==> config.mk <==
export PLATFORM = sky130hd
export DESIGN_NAME = dma_chan
export DESIGN_NICKNAME = d
export VERILOG_FILES = /design/src/rtl/dma_pkg.sv /design/src/rtl/dma_addr_gen.sv /design/src/rtl/dma_pacer.sv /design/src/rtl/dma_seq.sv /design/src/rtl/dma_chan.sv
export SDC_FILE = /design/constraint.sdc
export NUM_CORES = 1
export LEC_CHECK = 0
export BUFFER_PORTS_ARGS = -buffer_cell sky130_fd_sc_hd__buf_2
export CORE_MARGIN = 4
export CORE_UTILIZATION = 60
export CTS_CLUSTER_DIAMETER = 80
export DETAILED_ROUTE_END_ITERATION = 16
export PLACE_DENSITY = 0.82
export SLEW_MARGIN = 20
export SYNTH_ARGS = -nofsm -noshare
export SYNTH_HDL_FRONTEND = slang
export SYNTH_HIERARCHICAL = 1
export SYNTH_SLANG_ARGS = --single-unit
==> constraint.sdc <==
create_clock -name clk_i -period 5.69 [get_ports clk_i]
set_input_delay 0.2845 -clock clk_i [delete_from_list [all_inputs] [get_ports clk_i]]
set_output_delay 0.2845 -clock clk_i [all_outputs]
set_load 0.05 [all_outputs]
==> src/rtl/dma_pkg.sv <==
package dma_pkg;
  typedef enum logic [1:0] {PACE_SW = 2'd0, PACE_DREQ = 2'd1, PACE_U0 = 2'd2, PACE_U1 = 2'd3} pace_e;
  typedef enum logic [1:0] {AM_INC = 2'd0, AM_DEC = 2'd1, AM_FIX = 2'd2} amode_e;
  typedef enum logic [1:0] {ST_IDLE = 2'd0, ST_WAIT = 2'd1, ST_RD = 2'd2, ST_WR = 2'd3} state_e;

  // bit positions form the software interface
  typedef struct packed {
    logic       demand;   // 15
    logic       cont;     // 14
    logic [1:0] tw;       // 13:12
    logic       block;    // 11
    logic       to_port;  // 10
    logic       burst;    // 9
    logic       irq_en;   // 8
    logic       src_fix;  // 7
    logic       dst_fix;  // 6
    logic       src_dec;  // 5
    logic       dst_dec;  // 4
    pace_e      pace;     // 3:2
    logic       busy;     // 1
    logic       run;      // 0
  } ctrl_t;

  localparam logic [1:0] TW_BAD = 2'b11;

  function automatic logic [2:0] width_bytes(input logic [1:0] tw);
    case (tw)
      2'b00:   return 3'd1;
      2'b01:   return 3'd2;
      default: return 3'd4;
    endcase
  endfunction
endpackage

==> src/rtl/dma_addr_gen.sv <==
module dma_addr_gen
  import dma_pkg::*;
#(
  parameter int AW = 32
) (
  input  logic          clk_i,
  input  logic          rst_ni,
  input  logic          load_i,
  input  logic [AW-1:0] load_val_i,
  input  logic          reload_i,
  input  logic          step_i,
  input  amode_e        mode_i,
  input  logic [2:0]    step_bytes_i,
  output logic [AW-1:0] addr_o
);
  logic [AW-1:0] start_q, cur_q;

  always_ff @(posedge clk_i or negedge rst_ni) begin
    if (!rst_ni) begin
      start_q <= '0;
      cur_q   <= '0;
    end else if (load_i) begin
      start_q <= load_val_i;
      cur_q   <= load_val_i;
    end else if (reload_i) begin
      cur_q <= start_q;
    end else if (step_i) begin
      case (mode_i)
        AM_INC:  cur_q <= cur_q + AW'(step_bytes_i);
        AM_DEC:  cur_q <= cur_q - AW'(step_bytes_i);
        default: cur_q <= cur_q;
      endcase
    end
  end

  assign addr_o = cur_q;

  // a held address does not move on a step
  p_fix_hold_r4: assert property (@(posedge clk_i) disable iff (!rst_ni)
    step_i && mode_i == AM_FIX && !load_i && !reload_i |=> $stable(addr_o));
endmodule

==> src/rtl/dma_pacer.sv <==
module dma_pacer
  import dma_pkg::*;
(
  input  logic  clk_i,
  input  logic  rst_ni,
  input  pace_e pace_i,
  input  logic  dreq_i,
  input  logic  uart0_req_i,
  input  logic  uart1_req_i,
  input  logic  consume_i,
  input  logic  clr_i,
  output logic  level_o,
  output logic  pend_o
);
  logic lvl_q, pend_q, rise;

  always_comb begin
    case (pace_i)
      PACE_DREQ: level_o = dreq_i;
      PACE_U0:   level_o = uart0_req_i;
      PACE_U1:   level_o = uart1_req_i;
      default:   level_o = 1'b0;
    endcase
  end

  assign rise = level_o & ~lvl_q;

  always_ff @(posedge clk_i or negedge rst_ni) begin
    if (!rst_ni) begin
      lvl_q  <= 1'b0;
      pend_q <= 1'b0;
    end else begin
      lvl_q  <= level_o;
      pend_q <= clr_i ? 1'b0 : (rise | (pend_q & ~consume_i));
    end
  end

  assign pend_o = pend_q;

  // a grant is only raised by the selected line
  p_pend_src_r7: assert property (@(posedge clk_i) disable iff (!rst_ni)
    $rose(pend_o) |-> $past(level_o));
endmodule

==> src/rtl/dma_seq.sv <==
module dma_seq
  import dma_pkg::*;
#(
  parameter int CW        = 16,
  parameter int DW        = 32,
  parameter int BURST_LEN = 4
) (
  input  logic          clk_i,
  input  logic          rst_ni,
  input  logic          run_i,
  input  logic          pace_sw_i,
  input  logic          demand_i,
  input  logic          block_i,
  input  logic          burst_i,
  input  logic          cont_i,
  input  logic          irq_en_i,
  input  logic [1:0]    tw_i,
  input  logic          level_i,
  input  logic          pend_i,
  input  logic          cnt_load_i,
  input  logic [CW-1:0] cnt_val_i,
  input  logic          mem_ack_i,
  input  logic [DW-1:0] mem_rdata_i,
  output logic          busy_o,
  output logic          mem_req_o,
  output logic          mem_we_o,
  output logic [DW-1:0] wdata_o,
  output logic          consume_o,
  output logic          step_o,
  output logic          reload_o,
  output logic          done_o,
  output logic          irq_o,
  output logic [CW-1:0] cnt_o
);
  localparam int BW = $clog2(BURST_LEN + 1);

  state_e        state_q, state_d;
  logic [CW-1:0] cnt_q, cnt_start_q;
  logic [BW-1:0] burst_q;
  logic          blk_q, irq_q;
  logic [DW-1:0] data_q;
  logic [2:0]    wb;
  logic          go, last, beat_done;

  assign wb        = width_bytes(tw_i);
  assign last      = cnt_q <= CW'(wb);
  assign beat_done = (state_q == ST_WR) && mem_ack_i;
  assign go        = pace_sw_i | (demand_i ? level_i : (pend_i | (block_i & blk_q)));
  assign consume_o = (state_q == ST_WAIT) && run_i && go;
  assign step_o    = beat_done;
  assign reload_o  = beat_done && last && cont_i;
  assign done_o    = beat_done && last && !cont_i;
  assign busy_o    = state_q != ST_IDLE;
  assign mem_req_o = (state_q == ST_RD) || (state_q == ST_WR);
  assign mem_we_o  = state_q == ST_WR;
  assign wdata_o   = data_q;
  assign irq_o     = irq_q;
  assign cnt_o     = cnt_q;

  always_comb begin
    state_d = state_q;
    case (state_q)
      ST_IDLE: if (run_i) state_d = ST_WAIT;
      ST_WAIT: begin
        if (!run_i) state_d = ST_IDLE;
        else if (go) state_d = ST_RD;
      end
      ST_RD: if (mem_ack_i) state_d = ST_WR;
      ST_WR: begin
        if (mem_ack_i) begin
          if (last) state_d = cont_i ? ST_WAIT : ST_IDLE;
          else if (burst_q != '0 && run_i) state_d = ST_RD;
          else state_d = ST_WAIT;
        end
      end
      default: state_d = ST_IDLE;
    endcase
  end

  always_ff @(posedge clk_i or negedge rst_ni) begin
    if (!rst_ni) begin
      state_q     <= ST_IDLE;
      cnt_q       <= '0;
      cnt_start_q <= '0;
      burst_q     <= '0;
      blk_q       <= 1'b0;
      irq_q       <= 1'b0;
      data_q      <= '0;
    end else begin
      state_q <= state_d;
      irq_q   <= beat_done && last && irq_en_i;
      if (cnt_load_i) begin
        cnt_q       <= cnt_val_i;
        cnt_start_q <= cnt_val_i;
      end else if (reload_o) begin
        cnt_q <= cnt_start_q;
      end else if (beat_done) begin
        cnt_q <= last ? '0 : cnt_q - CW'(wb);
      end
      if (consume_o) burst_q <= burst_i ? BW'(BURST_LEN - 1) : '0;
      else if (beat_done && burst_q != '0) burst_q <= burst_q - BW'(1);
      if (!busy_o || (beat_done && last)) blk_q <= 1'b0;
      else if (consume_o && block_i) blk_q <= 1'b1;
      if (state_q == ST_RD && mem_ack_i) data_q <= mem_rdata_i;
    end
  end

  // the count never rises except on a load or a reload
  p_cnt_mono_r3: assert property (@(posedge clk_i) disable iff (!rst_ni)
    !cnt_load_i && !reload_o |=> cnt_o <= $past(cnt_o));
  // interrupt follows a completed write beat
  p_irq_after_wr_r6: assert property (@(posedge clk_i) disable iff (!rst_ni)
    irq_o |-> $past(mem_we_o && mem_ack_i && irq_en_i));
  p_irq_pulse_r6: assert property (@(posedge clk_i) disable iff (!rst_ni)
    irq_o |=> !irq_o);
  // demand mode never starts a unit with the request low
  p_demand_gate_r9: assert property (@(posedge clk_i) disable iff (!rst_ni)
    state_q == ST_WAIT && run_i && demand_i && !pace_sw_i && !level_i |=> !mem_req_o);
endmodule

==> src/rtl/dma_chan.sv <==
module dma_chan
  import dma_pkg::*;
#(
  parameter int AW        = 32,
  parameter int DW        = 32,
  parameter int RW        = 32,
  parameter int CW        = 16,
  parameter int BURST_LEN = 4
) (
  input  logic          clk_i,
  input  logic          rst_ni,
  input  logic          reg_we_i,
  input  logic [1:0]    reg_waddr_i,
  input  logic [RW-1:0] reg_wdata_i,
  input  logic [1:0]    reg_raddr_i,
  output logic [RW-1:0] reg_rdata_o,
  input  logic          dreq_i,
  input  logic          uart0_req_i,
  input  logic          uart1_req_i,
  output logic          mem_req_o,
  output logic          mem_we_o,
  output logic [AW-1:0] mem_addr_o,
  output logic [1:0]    mem_size_o,
  output logic [DW-1:0] mem_wdata_o,
  input  logic [DW-1:0] mem_rdata_i,
  input  logic          mem_ack_i,
  output logic          irq_o
);
  localparam int NADDR = 2;  // 0 source, 1 destination

  ctrl_t         ctrl_q, ctrl_rd;
  logic          busy, done, reload, step, consume, level, pend;
  logic [CW-1:0] cnt;
  logic          wr_ctrl, wr_cnt, port_mode, bad_tw;
  logic [AW-1:0] addr_w [NADDR];
  logic          load_w [NADDR];
  amode_e        mode_w [NADDR];
  logic          fix_w  [NADDR];
  logic          dec_w  [NADDR];

  assign wr_ctrl   = reg_we_i && reg_waddr_i == 2'd3;
  assign wr_cnt    = reg_we_i && reg_waddr_i == 2'd2 && !busy;
  assign load_w[0] = reg_we_i && reg_waddr_i == 2'd0 && !busy;
  assign load_w[1] = reg_we_i && reg_waddr_i == 2'd1 && !busy;
  assign bad_tw    = reg_wdata_i[13:12] == TW_BAD;

  always_ff @(posedge clk_i or negedge rst_ni) begin
    if (!rst_ni) begin
      ctrl_q <= '0;
    end else if (wr_ctrl) begin
      ctrl_q      <= ctrl_t'(reg_wdata_i[15:0]);
      ctrl_q.busy <= 1'b0;
      ctrl_q.run  <= reg_wdata_i[0] && !bad_tw && (busy || cnt != '0);
    end else if (done) begin
      ctrl_q.run <= 1'b0;
    end
  end

  // serial-port side address is held regardless of the fix bits
  assign port_mode = ctrl_q.pace == PACE_U0 || ctrl_q.pace == PACE_U1;
  assign fix_w[0]  = ctrl_q.src_fix | (port_mode & ~ctrl_q.to_port);
  assign fix_w[1]  = ctrl_q.dst_fix | (port_mode & ctrl_q.to_port);
  assign dec_w[0]  = ctrl_q.src_dec;
  assign dec_w[1]  = ctrl_q.dst_dec;

  for (genvar i = 0; i < NADDR; i++) begin : g_addr
    assign mode_w[i] = fix_w[i] ? AM_FIX : (dec_w[i] ? AM_DEC : AM_INC);
    dma_addr_gen #(.AW(AW)) u_gen (
      .clk_i       (clk_i),
      .rst_ni      (rst_ni),
      .load_i      (load_w[i]),
      .load_val_i  (reg_wdata_i[AW-1:0]),
      .reload_i    (reload),
      .step_i      (step),
      .mode_i      (mode_w[i]),
      .step_bytes_i(width_bytes(ctrl_q.tw)),
      .addr_o      (addr_w[i])
    );
  end

  dma_pacer u_pacer (
    .clk_i      (clk_i),
    .rst_ni     (rst_ni),
    .pace_i     (ctrl_q.pace),
    .dreq_i     (dreq_i),
    .uart0_req_i(uart0_req_i),
    .uart1_req_i(uart1_req_i),
    .consume_i  (consume),
    .clr_i      (!busy),
    .level_o    (level),
    .pend_o     (pend)
  );

  dma_seq #(.CW(CW), .DW(DW), .BURST_LEN(BURST_LEN)) u_seq (
    .clk_i      (clk_i),
    .rst_ni     (rst_ni),
    .run_i      (ctrl_q.run),
    .pace_sw_i  (ctrl_q.pace == PACE_SW),
    .demand_i   (ctrl_q.demand),
    .block_i    (ctrl_q.block),
    .burst_i    (ctrl_q.burst),
    .cont_i     (ctrl_q.cont),
    .irq_en_i   (ctrl_q.irq_en),
    .tw_i       (ctrl_q.tw),
    .level_i    (level),
    .pend_i     (pend),
    .cnt_load_i (wr_cnt),
    .cnt_val_i  (reg_wdata_i[CW-1:0]),
    .mem_ack_i  (mem_ack_i),
    .mem_rdata_i(mem_rdata_i),
    .busy_o     (busy),
    .mem_req_o  (mem_req_o),
    .mem_we_o   (mem_we_o),
    .wdata_o    (mem_wdata_o),
    .consume_o  (consume),
    .step_o     (step),
    .reload_o   (reload),
    .done_o     (done),
    .irq_o      (irq_o),
    .cnt_o      (cnt)
  );

  assign mem_addr_o = mem_we_o ? addr_w[1] : addr_w[0];
  assign mem_size_o = ctrl_q.tw;

  always_comb begin
    ctrl_rd      = ctrl_q;
    ctrl_rd.busy = busy;
    case (reg_raddr_i)
      2'd0:    reg_rdata_o = RW'(addr_w[0]);
      2'd1:    reg_rdata_o = RW'(addr_w[1]);
      2'd2:    reg_rdata_o = RW'(cnt);
      default: reg_rdata_o = RW'(ctrl_rd);
    endcase
  end

  // a pending beat holds its request, address and direction
  p_req_hold_r14: assert property (@(posedge clk_i) disable iff (!rst_ni)
    mem_req_o && !mem_ack_i |=> mem_req_o && $stable(mem_addr_o) && $stable(mem_we_o));
  // a channel only leaves idle when run was accepted with a count
  p_start_valid_r2: assert property (@(posedge clk_i) disable iff (!rst_ni)
    $rose(busy) |-> $past(ctrl_q.run) && $past(cnt != '0));
  p_run_width_r2: assert property (@(posedge clk_i) disable iff (!rst_ni)
    ctrl_q.run |-> ctrl_q.tw != TW_BAD);
endmodule

* After elaboration in Yosys (flattened, before gate mapping)
Index checks and enable logic that the tools add are counted.
** Storage, ports and cells
- Word-level logic and storage cells :: 151
- Flip-flop bits (word level) :: 216
** Operators by class
- Reduce and logical (&&, ||, !) cells :: 48
- Bitwise operators :: 13
- Add/sub/neg operators :: 6
- Equality and inequality tests :: 19
- $lt $le $gt $ge :: 1
- Multiplexer cells :: 38
** Operator list (count)
- $mux W32 :: 7
- $pmux W32 S2 :: 2
- $pmux W32 S3 :: 1
- $add A32 B3 Y32 :: 2
- $mux W16 :: 4
- $sub A32 B3 Y32 :: 2
- $logic_and A1 B1 Y1 :: 20
- $mux W2 :: 10
- $eq A2 B2 Y1 const B :: 8
- $le A16 B3 Y1 :: 1
- $reduce_bool A16 Y1 :: 1
- $sub A16 B3 Y16 :: 1
- $eq A2 B1 Y1 const B :: 7
- $logic_not A2 Y1 :: 7
- $reduce_bool A3 Y1 :: 4
- $mux W1 :: 9
- $pmux W2 S4 :: 1
- $reduce_bool A2 Y1 :: 4
- $reduce_bool A4 Y1 :: 2
- $mux W3 :: 2
- $pmux W3 S2 :: 1
- $and A1 B1 Y1 :: 5
- $or A1 B1 Y1 :: 5
- $logic_or A1 B1 Y1 :: 4
- 9 further kinds :: 15

* Logic depth before layout (Yosys ltp)
- Depth in word-level cells :: 10
- Gate-level depth with buffers :: 16

* By module
The synthesis kept the hierarchy.
** Modules (own cells, without submodules)
- dma_addr_gen at g_addr[1].u_gen :: area each 4667.0 um^2, sequential area each 1601.5 um^2, cells each 500, instances 1
- dma_addr_gen at g_addr[0].u_gen :: area each 4565.6 um^2, sequential area each 1601.5 um^2, cells each 496, instances 1
- dma_seq :: area each 3505.9 um^2, sequential area each 1776.7 um^2, cells each 320, instances 1
- dma_chan :: area each 1769.2 um^2, sequential area each 375.4 um^2, cells each 149, instances 1
- dma_pacer :: area each 122.6 um^2, sequential area each 50.0 um^2, cells each 11, instances 1

* Worst setup path after synthesis
No wires, ideal clock.
- Kind :: reg2reg
- Start :: register ctrl_q (netlist bit mem_size_o[0])
- End :: register g_addr[0].u_gen.cur_q[29]
- Setup slack :: 1659 ps
- Cell stages (with the launch flop) :: 12
- Period minus slack after synthesis :: 4031 ps
- Buffers on the path :: 0
- Arrival time :: 3900 ps
- Setup time :: 131 ps
- Path through :: dfrtp_1 nor2b_1 o31ai_1 ha_1 nand3_1 o21bai_1 a211o_1 a31o_4 a31oi_4 o41ai_1 and4_1 or3_1
** Between the ends
- Longest elaborated chain between the ends :: 7
- Elaborated cells on any way between the ends :: 15
- Classes of those cells :: add/sub: 2; order compare: 1; eq/ne: 1; mux: 5; reduce/logical: 6
** RTL lines
- start: declaration :: RTL line dma_chan.sv:31 : ctrl_t ctrl_q, ctrl_rd;
- start signal: assignment :: RTL line dma_chan.sv:51 : ctrl_q <= ctrl_t'(reg_wdata_i[15:0]);
- $eq A2 B1 Y1 / $logic_not A2 Y1 (equally long branches) :: RTL line dma_pkg.sv:27 : case (tw)
- $pmux W3 S2 * :: RTL line dma_pkg.sv:27
- $sub A32 B3 Y32, or another cell as far along :: RTL line dma_addr_gen.sv:30 : AM_DEC: cur_q <= cur_q - AW'(step_bytes_i);
- $pmux W32 S2 / $logic_and A1 B1 Y1 (equally long branches) :: RTL line dma_addr_gen.sv:28, dma_seq.sv:51
- $mux W32 / $logic_and A1 B1 Y1 (equally long branches) :: RTL line dma_addr_gen.sv:27, dma_seq.sv:51
- $mux W32, or another cell as far along :: RTL line dma_addr_gen.sv:25 : end else if (reload_i) begin
- $mux W32 / $reduce_and A2 Y1 (equally long branches)
- end signal: assignment :: RTL line dma_addr_gen.sv:24 : cur_q <= load_val_i;
- end signal: assignment :: RTL line dma_addr_gen.sv:26 : cur_q <= start_q;
- end signal: assignment :: RTL line dma_addr_gen.sv:29 : AM_INC: cur_q <= cur_q + AW'(step_bytes_i);
- end: declaration :: RTL line dma_addr_gen.sv:16 : logic [AW-1:0] start_q, cur_q;
Every way passes the cells marked *; elsewhere a longest branch is shown, timed or not. The select of a mux whose other input is x is not followed.
A chain may end at the register's enable or synchronous reset.

* Worst setup path in the final report
- Start :: register ctrl_q (netlist bit mem_size_o[1])
- End :: register g_addr[0].u_gen.cur_q[31]
** Between the ends
- Longest elaborated chain between the ends :: 7
- Elaborated cells on any way between the ends :: 15
- Classes of those cells :: add/sub: 2; order compare: 1; eq/ne: 1; mux: 5; reduce/logical: 6
** RTL lines
- $eq A2 B1 Y1 / $logic_not A2 Y1 (equally long branches) :: RTL line dma_pkg.sv:27
- $pmux W3 S2 * :: RTL line dma_pkg.sv:27
- $le A16 B3 Y1 * :: RTL line dma_seq.sv:46 : assign last = cnt_q <= CW'(wb);
- $logic_and A1 B1 Y1 * (2 in series) :: RTL line dma_seq.sv:51 : assign reload_o = beat_done && last && cont_i;
- via reload :: RTL line dma_chan.sv:32 : logic busy, done, reload, step, consume, level, pend;
- $reduce_bool A4 Y1 (no source line), or another cell as far along
- $reduce_and A2 Y1 (no source line) / $mux W32 (equally long branches)
- end signal: assignment :: RTL line dma_addr_gen.sv:29
- end signal: assignment :: RTL line dma_addr_gen.sv:30
- end signal: assignment :: RTL line dma_addr_gen.sv:31 : default: cur_q <= cur_q;
The timed path passes the listed nets; every way through them passes the cells marked *. The select of a mux whose other input is x is not followed.

==> results.tsv <==
metric	value	unit
yosysWarnings	6	
end_kind	flip-flop	
die_w	164	um
coreArea	0.0238	mm^2
totalWireLength	47.3	mm
grt_pass1_vias	13100	
fin_crit_sh	0.784	
worstPathArrival	4.94	ns
fill_cells	1740	
cp-startpoint	mem_size_o[1]	
finalMaxSlewViolations	0	
clock_latency	0.55	ns
synth_adder_area_share	0.0700	
ctsLongestPathBuffers	3	
grt_first_pass_wirelength	73.2	mm
cp-start-kind	flip-flop	
drtAntennaViolNets	0	
setup_violations	0	
dpl.cell_count	1903	
tritoncts	done	
r2r-start	mem_size_o[1]	
die_height	164	um
dpl_cell_area	0.0156	mm^2
final_cells	1982	
max-slew-margin-rel	0.292	
io_pins	176	
gp_congestion	1.05	
avgSynthCellArea	9.91	um^2
grt_use_total	0.347	
synth_xor_area_frac	0.0347	
avgRoutedWirePerCell	23.9	um
fin_setup_tns	0	ns
synth_cell_types	100	
io_buffers	175	
synth_area	0.0146	mm^2
criticalPathCategory	reg2reg	
drt_iter0_markers	1653	
n_antenna_cell	0	
min_from	reg_wdata_i[19]	
num_rows	56	
grt_max_degree	188	
cts_inserted_buffers	25	
synth_top_family_by_area	compound AO/OA/AOI/OAI gates	
synth_edf_count	0	
hold-worst-slack	0.0578	ns
rsz0062_at_grt	no	
cts_setup_buffers	0	
final_area	0.0168	mm^2
synth.area.mux_share	0.162	
dpl.hpwl	33.3	mm
cts_root_buffer	clkbuf_16	
required	6.17	ns
clk_pin_slew	0.06	ns
drc	0	
min_delay_path_depth	2	
cts.sinks	216	
critPathMaxFanout	28	
final_cell_mix	216 x dfrtp_1, 174 x buf_2, 147 x mux2_2	
synthSimpleGateAreaFrac	0.117	
status	finished clean	
firstDrtPassIters	8	
synth_ff_type	dfrtp_1	
overflow	0	
tightest_slew	1.06	ns
synth-seq-area-share	0.369	
layout.nets	1800	
htree_levels	1	
hold_violations	0	
vias_per_cell	6.68	
synth_compound_area_frac	0.203	
drive_above_1_share	0.257	
ir_drop	0.445	mV
fmax	0.224	GHz
antenna_found_initial	1	
synth_seq_cells	216	
async_flop_share	1.00	
layout_commonest_cell	dfrtp_1	
die_area	0.0269	mm^2
maxCapViolCount	0	
hold_path.class	in2reg	
synth_fp_nets	1631	
start_util	0.616	
leakagePower	0.00740	uW
synthCells	1476	
period_needed	4.46	ns
vias	13200	
finClkSkew	0.0169	ns
areaGrowthSynthToFinish	14.9	%
worstRegToRegCells	14	
powerDensity	696	mW/mm^2
-- logic make-up (layout without fill, tap and decap cells) --
logic type / Yosys count / in the layout
multiplexers: 196 / 196
AND/OR/NAND/NOR: 343 / 343
AO/OA/AOI/OAI: 447 / 447
buffers and inverters: 136 / 323
adder cells (fa/ha/maj): 80 / 80
flip-flops: 216 / 216
XOR/XNOR: 58 / 58
-- cell usage after synthesis (6+ instances only) --
cell type | n | area (um^2)
and3_1 | 11 | 68.8
ha_1 | 77 | 963
buf_1 | 12 | 45.0
inv_1 | 50 | 188
mux2_2 | 147 | 1660
nor3_1 | 24 | 120
nand2b_1 | 11 | 68.8
o21ai_1 | 20 | 100
nor4_1 | 6 | 37.5
buf_6 | 7 | 78.8
o21a_1 | 12 | 90.1
o211ai_1 | 19 | 143
nand4_1 | 19 | 119
o22ai_1 | 24 | 150
o31ai_1 | 8 | 60.1
clkbuf_1 | 44 | 165
o21ai_0 | 97 | 485
a21oi_1 | 103 | 515
nand2_1 | 95 | 357
o21bai_1 | 7 | 52.6
a211oi_1 | 26 | 195
or3_1 | 6 | 37.5
mux4_2 | 13 | 293
nor2b_1 | 11 | 68.8
a31oi_1 | 13 | 81.3
xnor2_1 | 28 | 245
xor2_1 | 30 | 263
nand3_1 | 20 | 100
a21o_1 | 34 | 255
dfrtp_1 | 216 | 5410
mux2i_1 | 30 | 300
nor2_1 | 101 | 379
a222oi_1 | 16 | 160
buf_2 | 10 | 50.1
-- routing by layer --
layer,GRT usage,routed length [um],up-vias
li1,-,-,5879
met1,0.483,18800,6414
met2,0.529,21300,793
met3,0.0816,5270,151
met4,0.134,1960,0
met5,0,0,-
-- repair_timing --
action	CTS	global route
hold buffers	33	0
endpoints found under the hold margin	61	0
resized for setup	0	0
-- flip-flops by register name (all words and copies together), names as in the netlist --
register              count
ctrl_q                   13
g_addr.u_gen/addr_o      64
g_addr.u_gen/start_q     64
mem_size_o                2
u_pacer/lvl_q             1
u_pacer/pend_o            1
u_seq/blk_q               1
u_seq/burst_q             3
u_seq/cnt_o              16
u_seq/cnt_start_q        16
u_seq/irq_o               1
u_seq/state_q             2
u_seq/wdata_o            32
-- final cells by class --
cell class / instances / area (um^2) / share of cell area
Multi-Input combinational cell: 1124 / 8610 / 0.512
Sequential cell: 216 / 5410 / 0.322
Timing Repair Buffer: 224 / 1370 / 0.0815
Clock buffer: 36 / 697 / 0.0415
Tap cell: 319 / 399 / 0.0238
Inverter: 54 / 203 / 0.0121
Clock inverter: 9 / 120 / 0.00715
-- worst max-delay path, stage by stage, from the launching register on --
cell	delay (ns)
dfrtp_1	0.49
nor2_1	0.18
ha_1	0.26
fa_1	0.25
nor2b_1	0.07
o21ai_0	0.34
nand2_1	0.16
nor2_4	0.62
nor2_1	0.30
o21a_1	0.34
buf_4	0.27
nor2_1	0.48
o21ai_0	0.20
o21ai_0	0.23
o311a_1	0.20
-- final timing paths --
path | endpoint | slack [ns]
max in group asynchronous | g_addr[1].u_gen/addr_o[17] | 4.24
min in group asynchronous | u_seq/wdata_o[27] | 0.17
max | g_addr[0].u_gen/addr_o[31] | 1.23
min reg2reg | g_addr[0].u_gen/start_q[31] | 0.50
min | g_addr[1].u_gen/start_q[19] | 0.06
max reg2reg | g_addr[0].u_gen/addr_o[31] | 1.23
-- where the power goes --
part	switching (uW)	internal [uW]
logic	4410	2570
clock network	684	948
registers	826	2250
-- through the flow --
step	total power, uW	setup slack (ns)	utilization
5_1_grt	12300	0.978	0.707
3_3_place_gp	9650	1.45	0.658
3_5_place_dp	9800	1.32	0.658
6_report	11700	1.23	0.707
2_1_floorplan	8070	1.66	-
4_1_cts	11500	1.29	0.706
Power figures use the tool's default switching activity.
